$ cat src/rtl/smbus_pec_slave.sv
module smbus_pec_slave #(
  parameter logic [4:0] ADDR_HI = 5'b10100,
  parameter int         MAXB    = 4
) (
  input  logic       clk,
  input  logic       rst_n,
  input  logic       scl_i,
  input  logic       sda_i,
  input  logic [1:0] addr_sel,
  output logic       sda_oe,
  output logic [7:0] mem_addr,
  output logic [7:0] mem_wdata,
  output logic       mem_we,
  input  logic [7:0] mem_rdata
);
  localparam int         BI = (MAXB > 1) ? $clog2(MAXB) : 1;
  localparam logic [7:0] MB = 8'(MAXB);
  localparam logic [1:0] S_IDLE = 2'd0, S_ADR = 2'd1, S_WR = 2'd2, S_RD = 2'd3;

  function automatic logic [7:0] crc8(input logic [7:0] c, input logic [7:0] d);
    logic [7:0] r;
    r = c ^ d;
    for (int i = 0; i < 8; i++) r = r[7] ? ({r[6:0], 1'b0} ^ 8'h07) : {r[6:0], 1'b0};
    return r;
  endfunction

  logic [2:0] scl_q, sda_q;
  logic [1:0] st;
  logic       rw, ackph, mack, tx_on, oe, bad;
  logic [3:0] bcnt;
  logic [7:0] sh, txsh, nb, cmd, ptr, cnt, crc, tidx, ccnt, cidx;
  logic [7:0] buf_q [MAXB];

  wire rise     = scl_q[1] & ~scl_q[2];
  wire fall     = ~scl_q[1] & scl_q[2];
  wire start_ev = scl_q[1] & scl_q[2] & ~sda_q[1] & sda_q[2];
  wire stop_ev  = scl_q[1] & scl_q[2] & sda_q[1] & ~sda_q[2];

  wire        blk     = cmd == 8'hFC;
  wire        brd     = cmd == 8'hFD;
  wire [7:0]  hdr     = blk ? 8'd2 : 8'd1;
  wire [7:0]  dlen    = brd ? 8'd0 : blk ? cnt : cmd[7] ? 8'd2 : 8'd1;
  wire [7:0]  pec_pos = hdr + dlen;
  wire [7:0]  rx_crc  = crc8(crc, sh);
  wire        match   = sh[7:1] == {ADDR_HI, addr_sel};
  wire        wr_data = (nb >= hdr) && (nb < pec_pos);
  wire        cnt_ok  = (sh != 8'd0) && (sh <= MB);
  wire        wr_ack  = (nb == 8'd0) ? 1'b1 :
                        (blk && nb == 8'd1) ? cnt_ok :
                        (wr_data || (nb == pec_pos && rx_crc == 8'd0));
  wire [BI-1:0] kd    = BI'(nb - hdr);
  wire        byte_end = fall && !ackph && bcnt == 4'd8 && !start_ev && !stop_ev;
  wire        commit_ok = st == S_WR && !bad && nb != 8'd0 &&
                          (nb == pec_pos || nb == pec_pos + 8'd1);

  wire [7:0] rhdr    = brd ? 8'd1 : 8'd0;
  wire [7:0] rlen    = brd ? MB : cmd[7] ? 8'd2 : 8'd1;
  wire [7:0] roff    = tidx - rhdr;
  wire [7:0] tx_byte = (tidx < rhdr) ? MB :
                       (tidx < rhdr + rlen) ? mem_rdata :
                       (tidx == rhdr + rlen) ? crc : 8'hFF;

  assign mem_we    = cidx != ccnt;
  assign mem_addr  = mem_we ? ptr + cidx : ptr + roff;
  assign mem_wdata = buf_q[cidx[BI-1:0]];
  assign sda_oe    = oe;

  always_ff @(posedge clk)
    if (byte_end && st == S_WR && wr_data) buf_q[kd] <= sh;

  always_ff @(posedge clk or negedge rst_n) begin
    if (!rst_n) begin
      scl_q <= 3'b111; sda_q <= 3'b111; st <= S_IDLE;
      rw <= 1'b0; ackph <= 1'b0; mack <= 1'b0; tx_on <= 1'b0; oe <= 1'b0; bad <= 1'b0;
      bcnt <= '0; sh <= '0; txsh <= '0; nb <= '0; cmd <= '0; ptr <= '0;
      cnt <= '0; crc <= '0; tidx <= '0; ccnt <= '0; cidx <= '0;
    end else begin
      scl_q <= {scl_q[1:0], scl_i};
      sda_q <= {sda_q[1:0], sda_i};
      if (mem_we) cidx <= cidx + 8'd1;
      if (start_ev) begin
        if (st == S_IDLE) crc <= 8'd0;
        st <= S_ADR; bcnt <= '0; ackph <= 1'b0; oe <= 1'b0;
        tx_on <= 1'b0; nb <= '0; bad <= 1'b0; tidx <= '0;
      end else if (stop_ev) begin
        st <= S_IDLE; oe <= 1'b0; tx_on <= 1'b0; ackph <= 1'b0;
        if (commit_ok) begin ccnt <= dlen; cidx <= 8'd0; end
      end else if (st != S_IDLE) begin
        if (rise) begin
          if (ackph) mack <= ~sda_q[1];
          else if (bcnt != 4'd8) begin sh <= {sh[6:0], sda_q[1]}; bcnt <= bcnt + 4'd1; end
        end
        if (fall) begin
          if (ackph) begin
            ackph <= 1'b0; bcnt <= '0; oe <= 1'b0;
            if ((st == S_ADR && rw) || (st == S_RD && mack && tx_on)) begin
              oe <= ~tx_byte[7]; txsh <= {tx_byte[6:0], 1'b0};
              crc <= crc8(crc, tx_byte); tidx <= tidx + 8'd1; tx_on <= 1'b1;
            end else if (st == S_RD) tx_on <= 1'b0;
            if (st == S_ADR) st <= rw ? S_RD : S_WR;
          end else if (bcnt == 4'd8) begin
            ackph <= 1'b1;
            case (st)
              S_ADR: if (match) begin oe <= 1'b1; rw <= sh[0]; crc <= rx_crc; end
                     else st <= S_IDLE;
              S_WR: begin
                oe <= wr_ack; crc <= rx_crc; bad <= bad | ~wr_ack;
                if (nb != 8'hFF) nb <= nb + 8'd1;
                if (nb == 8'd0) begin
                  cmd <= sh;
                  if (sh != 8'hFC && sh != 8'hFD) ptr <= sh;
                end
                if (blk && nb == 8'd1) cnt <= sh;
              end
              default: oe <= 1'b0;
            endcase
          end else if (st == S_RD) begin
            oe <= tx_on & ~txsh[7];
            txsh <= {txsh[6:0], 1'b0};
          end
        end
      end
    end
  end
endmodule

$ cat config.mk
export PLATFORM = sky130hd
export DESIGN_NAME = smbus_pec_slave
export DESIGN_NICKNAME = d
export VERILOG_FILES = /design/src/rtl/smbus_pec_slave.sv
export SDC_FILE = /design/constraint.sdc
export NUM_CORES = 1
export LEC_CHECK = 0
export CAP_MARGIN = 30
export CORE_MARGIN = 3
export CORE_UTILIZATION = 55
export CTS_CLUSTER_SIZE = 14
export DETAILED_ROUTE_END_ITERATION = 6
export MAX_ROUTING_LAYER = met4
export PLACE_DENSITY = 0.82
export SLEW_MARGIN = 20
export SYNTH_ARGS = -nofsm -noshare
export SYNTH_HDL_FRONTEND = slang
export SYNTH_SLANG_ARGS = --single-unit
export TNS_END_PERCENT = 100
$ cat constraint.sdc
create_clock -name clk -period 7.94 [get_ports clk]
set_input_delay 1.588 -clock clk [delete_from_list [all_inputs] [get_ports clk]]
set_output_delay 1.588 -clock clk [all_outputs]
set_load 0.02 [all_outputs]
Yosys cells after proc, flatten, opt, wreduce, memory -nomap -nowiden
Memory sizes are Yosys's and may differ from the RTL's. Index checks and enable logic that the tools add are counted.

Register bits after elaboration: 98. Bits in writable memories: 32. Input port bits: 14. Output and inout port bits: 18. Logic and storage cells: 273. Memories: 1.

Memories: buf_q (depth 4, bits a word 8, read ports 1, clocked after memory_dff 0, write ports 1, line 32) `logic [7:0] buf_q [MAXB];`.

$add $sub $neg: 11. Order comparisons: 5. Equal/unequal tests: 25. Muxes and demuxes: 110. Bitwise logic cells: 37. Reduce and logical (&&, ||, !) cells: 64.

Operator list (count): two-way mux 8 bit (37); two-way mux 3 bit (17); NOT 3 bit (16); two-way mux 1 bit (35); adder 8 x 1 -> 8 bit, second input constant (4); two-way mux 4 bit (8); AND reduction 8 bit (4); != test 8 bit, second input constant (3); two-way mux 2 bit (11); nonzero test 2 bit (9); logical AND 1 bit (17); adder 8 bit (2); equality test 8 bit (2); equality test 8 bit, second input constant (2); logical NOT 8 bit (2); less-than comparator 8 bit (2); one-hot mux 8 bit (2 select lines) (1); nonzero test 8 bit (2); bitwise XOR 8 bit (2); AND reduction 5 bit (3); nonzero test 3 bit (5); AND reduction 7 bit (2); != test 4 bit, second input constant (3); AND reduction 6 bit (2); other kinds (32) (61).

Depth between registers and ports, before layout
Depth in word-level cells: 31. Mapped depth: 19.

Worst setup path after synthesis
No wires, ideal clock.

Path type: register -> register. Start: register cmd[7]. End: register oe, in the netlist sda_oe. Setup time: 82 ps. Arrival time: 4838 ps. Data required time: 7858 ps. Slack: 3020 ps. Cell stages (with the launch flop): 18. Path buffers: 1. Period minus slack after synthesis: 4920 ps. Cell sequence: dfrtp_1 -> nand4_1 -> nor4_1 -> inv_1 -> ha_1 -> fa_1 -> buf_2 -> nand3_1 -> xnor2_1 -> nand2_1 -> ha_1 -> nand4_1 -> nor2_1 -> or4bb_1 -> a2111oi_0 -> o41ai_1 -> o31a_1 -> o22ai_1.

Cells in the longest elaborated chain, start to end: 16. Elaborated cells on any way between the ends: 34. Classes of those cells: add/sub (2); order compare (4); eq/ne (4); mux (19); bitwise (1); reduce/logical (4).

RTL lines: from (decl) (line 31) `logic [7:0] sh, txsh, nb, cmd, ptr, cnt, crc, tidx, ccnt, cidx;`; from (signal assigned) (line 110) `cmd <= sh;`; equality test 8 bit or two-way mux 2 bit (tied branches) (line 39, 42, 57); two-way mux 8 bit (2 in a row) (line 42) `wire [7:0] dlen = brd ? 8'd0 : blk ? cnt : cmd[7] ? 8'd2 : 8'd1;`; adder 2 x 8 -> 8 bit (line 43) `wire [7:0] pec_pos = hdr + dlen;`; less-than comparator 8 bit or equality test 8 bit (tied branches) (line 46, 50); logical AND 1 bit (on tied branches) (line 46, 50); logical OR 1 bit (line 50) `(wr_data || (nb == pec_pos && rx_crc == 8'd0));`; two-way mux 1 bit (line 49) `(blk && nb == 8'd1) ? cnt_ok :`; two-way mux 1 bit (line 48) `wire wr_ack = (nb == 8'd0) ? 1'b1 :`; one-hot mux 1 bit (2 select lines) (line 103) `case (st)`; two-way mux 1 bit (line 101) `end else if (bcnt == 4'd8) begin`; two-way mux 1 bit * (line 94) `if (ackph) begin`; two-way mux 1 bit * (line 93) `if (fall) begin`; two-way mux 1 bit * (line 88) `end else if (st != S_IDLE) begin`; two-way mux 1 bit * (line 85) `end else if (stop_ev) begin`; two-way mux 1 bit * (line 81) `if (start_ev) begin`; to (signal assigned) (line 97) `oe <= ~tx_byte[7]; txsh <= {tx_byte[6:0], 1'b0};`; to (signal assigned) (line 107) `oe <= wr_ack; crc <= rx_crc; bad <= bad | ~wr_ack;`; to (signal assigned) (line 118) `oe <= tx_on & ~txsh[7];`; to (decl) (line 29) `logic rw, ackph, mack, tx_on, oe, bad;`.

Mark *: on every way between the ends. The rest lies on a longest branch, timed or not. The select of a mux whose other input is x is not followed. A chain may end at the register's enable or synchronous reset.

Final worst setup path
Start: register cmd[1]. End: output port mem_addr[7].

Cells in the longest elaborated chain, start to end: 5.

RTL lines: equality test 8 bit (line 40) `wire brd = cmd == 8'hFD;`; two-way mux 1 bit (line 56) `wire [7:0] rhdr = brd ? 8'd1 : 8'd0;`; subtractor 8 x 1 -> 8 bit (line 58) `wire [7:0] roff = tidx - rhdr;`; adder 8 bit (line 64) `assign mem_addr = mem_we ? ptr + cidx : ptr + roff;`; two-way mux 8 bit (line 64); to (decl) (line 11) `output logic [7:0] mem_addr,`.

No other way between the ends.

==> results.ini <==
[outcome]
status=completed

[worst_setup_path]
critical-path-top-delay-family=compound AO/OA/AOI/OAI gates
required_ns=6.35
critPathArrivalTime_ns=4.03
worst_path_largest_cell_delay_ns=0.62
critPathKind=reg -> out
critPathSlowestCell=clkdlybuf4s50_1
endpoint_kind=primary output
cp_cell_sequence=and4b_1, nand2_1, inv_1, ha_1, inv_1, ha_1, a21o_1, a21oi_1, o21bai_1, a21oi_1, o21ai_0, xnor2_1, mux2i_1, xnor2_1, clkdlybuf4s50_1
path_buf_inv=3
cp-start-kind=flop
crit_fanout=9

[sta]
hold_violations=0
fin_tns_setup_ns=0
fin_crit_ns=5.62
worstMarginPinSlew_ns=0.883
slew_headroom_pct=41.1
setup_viol_count_final=0
post-route-period-util_pct=70.8
final_max_slew_viol_count=0
fmax_ghz=0.178
rsz0062_at_grt=false
skew_ns=0.00984

[run]
cap_violations=0

[synth]
synth.avg_cell_area_sq_um=9.87
synthFlopType=dfrtp_1
async_flop_share_pct=75.2
synth_fp_nets=940
synth_top_area_share_pct=26.5
synth.distinct_cells=83
synth.area.top_cells=dfrtp_1 (26%), edfxtp_1 (11%), ha_1 (7.4%)
ys_warn_count=0
synth_seq_cells=129
yosysTopAreaCell=dfrtp_1
synth.yosys.seq_area_share_pct=39.5
synth_area_sq_um=8590
synth_edf_count=32
netlist_instances=871

[route]
via_per_inst=5.99
antenna_left=0
routed_wl_mm=19.8
drtIter0Drc=428
route.vias.total=6697
firstDrtPassIters=5
drcViolationCount=0
wl_per_cell_um=17.7

[cells_and_area]
final_layout_size_suffix_gt1_share_pct=10.9
layout_common_cells=dfrtp_1 (91), nor2_1 (77), nand2_1 (71), inv_1 (59), ha_1 (51)
final_area_sq_um=9640
fin_nets=963
mostFrequentLayoutCell=dfrtp_1
n_antenna_cell=0
fillers=1239
synthToLayoutAreaGrowth_pct=12.2

[place]
place_hpwl_mm=14.3
placed_cell_area_sq_um=9030
portBuffers=31
gp_congestion=0.945

[power]
p_leak_nw=4.13
peakVddDrop_mv=0.237
powerDensity_nw_per_um2=233

[cts]
cts.root.buffer_cell=clkbuf_16
post_cts_resized=0
cts_sinks=129
post_cts_buffers=0
clk_pin_slew_ns=0.06
cts_buffers=17
htree_levels=4
cts-hold-fix-buffers=0
clockBufferDepth=2
clock_latency_ns=0.43
cts_tree=yes

[grt]
grt_pass1_wl_mm=33.4
grt_usage_pct=25.6
grt_max_degree=68
grt_pass1_vias=6634
overflow=0
grt_antenna_before_repair=0

[floorplanning]
fp.coreArea_sq_um=15300
dieHeight_um=131
die-area_sq_um=17200
initial_core_util_pct=56.3
num_io_pins=32
rows=45
fp.dieW_um=131

[min_path]
hold_path.class=reg -> reg

## sequential cells by signal (all words and copies together) (netlist names), 4 cells and up
name / cells
ccnt: 8
nb: 8
cidx: 8
buf_q: 32
cmd: 8
cnt: 8
crc: 8
ptr: 8
tidx: 8
bcnt: 4
txsh: 7
sh: 8
## cells by family after synthesis
family                   after synthesis  share of synthesized area (%)
adder cells (fa/ha/maj)               55                           8.36
buffers and inverters                 93                           4.72
other                                  1                         0.0436
XOR/XNOR                              86                           9.09
AO/OA/AOI/OAI                        168                           13.2
multiplexers                          54                           7.96
flip-flops                           129                           39.5
AND/OR/NAND/NOR                      285                           17.1
## power by group
part	switching, mW	internal [mW]
clock network	0.281	0.519
registers	0.142	0.758
logic	0.298	0.249
total	0.720	1.53
## synthesized netlist by cell type, types with 17 or more instances
| master | number |
|---|---|
| a21oi_1 | 41 |
| clkbuf_1 | 23 |
| dfrtp_1 | 91 |
| edfxtp_1 | 32 |
| ha_1 | 51 |
| inv_1 | 59 |
| mux2_2 | 30 |
| nand2_1 | 71 |
| nor2_1 | 77 |
| nor3_1 | 17 |
| o21ai_0 | 41 |
| xnor2_1 | 45 |
| xor2_1 | 39 |
## worst reg2reg max path, cell delays in order (launching register included)
cell	delay (ns)
dfrtp_1	0.42
nand4_1	0.19
nor4_1	0.28
buf_4	0.24
nand2_1	0.07
nand2_1	0.08
ha_1	0.21
fa_1	0.42
nand3_1	0.29
or4_1	0.58
a21o_1	0.21
ha_1	0.28
nand4_1	0.12
nor2_1	0.19
or4bb_1	0.40
a2111oi_0	0.58
o41ai_1	0.16
o31a_1	0.32
o22ai_1	0.10
## final timing paths
kind	start	endpoint	cells past startpoint	slack, ns
worst min register to register	sda_q[0]	sda_q[1]	0	0.36
worst max register to register	cmd[7]	sda_oe	18	2.72
max in group asynchronous	rst_n	cnt[5]	2	5.64
worst min-delay path	sda_q[0]	sda_q[1]	0	0.36
worst max-delay path	cmd[1]	mem_addr[7]	15	2.32
min in group asynchronous	rst_n	bcnt[1]	1	1.09
## stage by stage
stage | hold slack [ns] | utilization (%) | std cells | total power, mW | setup WS, ns
final | 0.355 | 63.2 | 1118 | 2.25 | 2.32
after global routing | 0.361 | 63.2 | 1118 | 2.35 | 2.05
after CTS | 0.356 | 63.1 | 1118 | 2.25 | 2.33
after detailed placement | 0.348 | 59.2 | 1086 | 1.44 | 2.73
after global placement | 0.347 | 59.2 | 1086 | 1.43 | 2.91
after floorplan | 0.345 | - | 871 | 1.28 | 3.02
## final cells by class
| class | instances | area (sq um) | area share (%) |
|---|---|---|---|
| sequential | 129 | 3400 | 35.2 |
| clock buffer | 19 | 433 | 4.49 |
| clock inverter | 13 | 168 | 1.74 |
| multi-input combinational | 649 | 4800 | 49.8 |
| tap | 211 | 264 | 2.74 |
| inverter | 59 | 221 | 2.30 |
| timing repair buffer | 38 | 360 | 3.74 |
## per-layer routing
layer  wire [um]  global-route usage (%)  vias to the layer above  share of wire [%]
met1        9020                    34.0                     3270                 45
met3        1010                    5.33                       34                5.1
li1            -                       -                     3188                  -
met5           0                       -                        -                  0
met2        9410                    39.5                      205                 47
met4         388                    8.47                        0                2.0
Power figures use the tool's default switching activity.
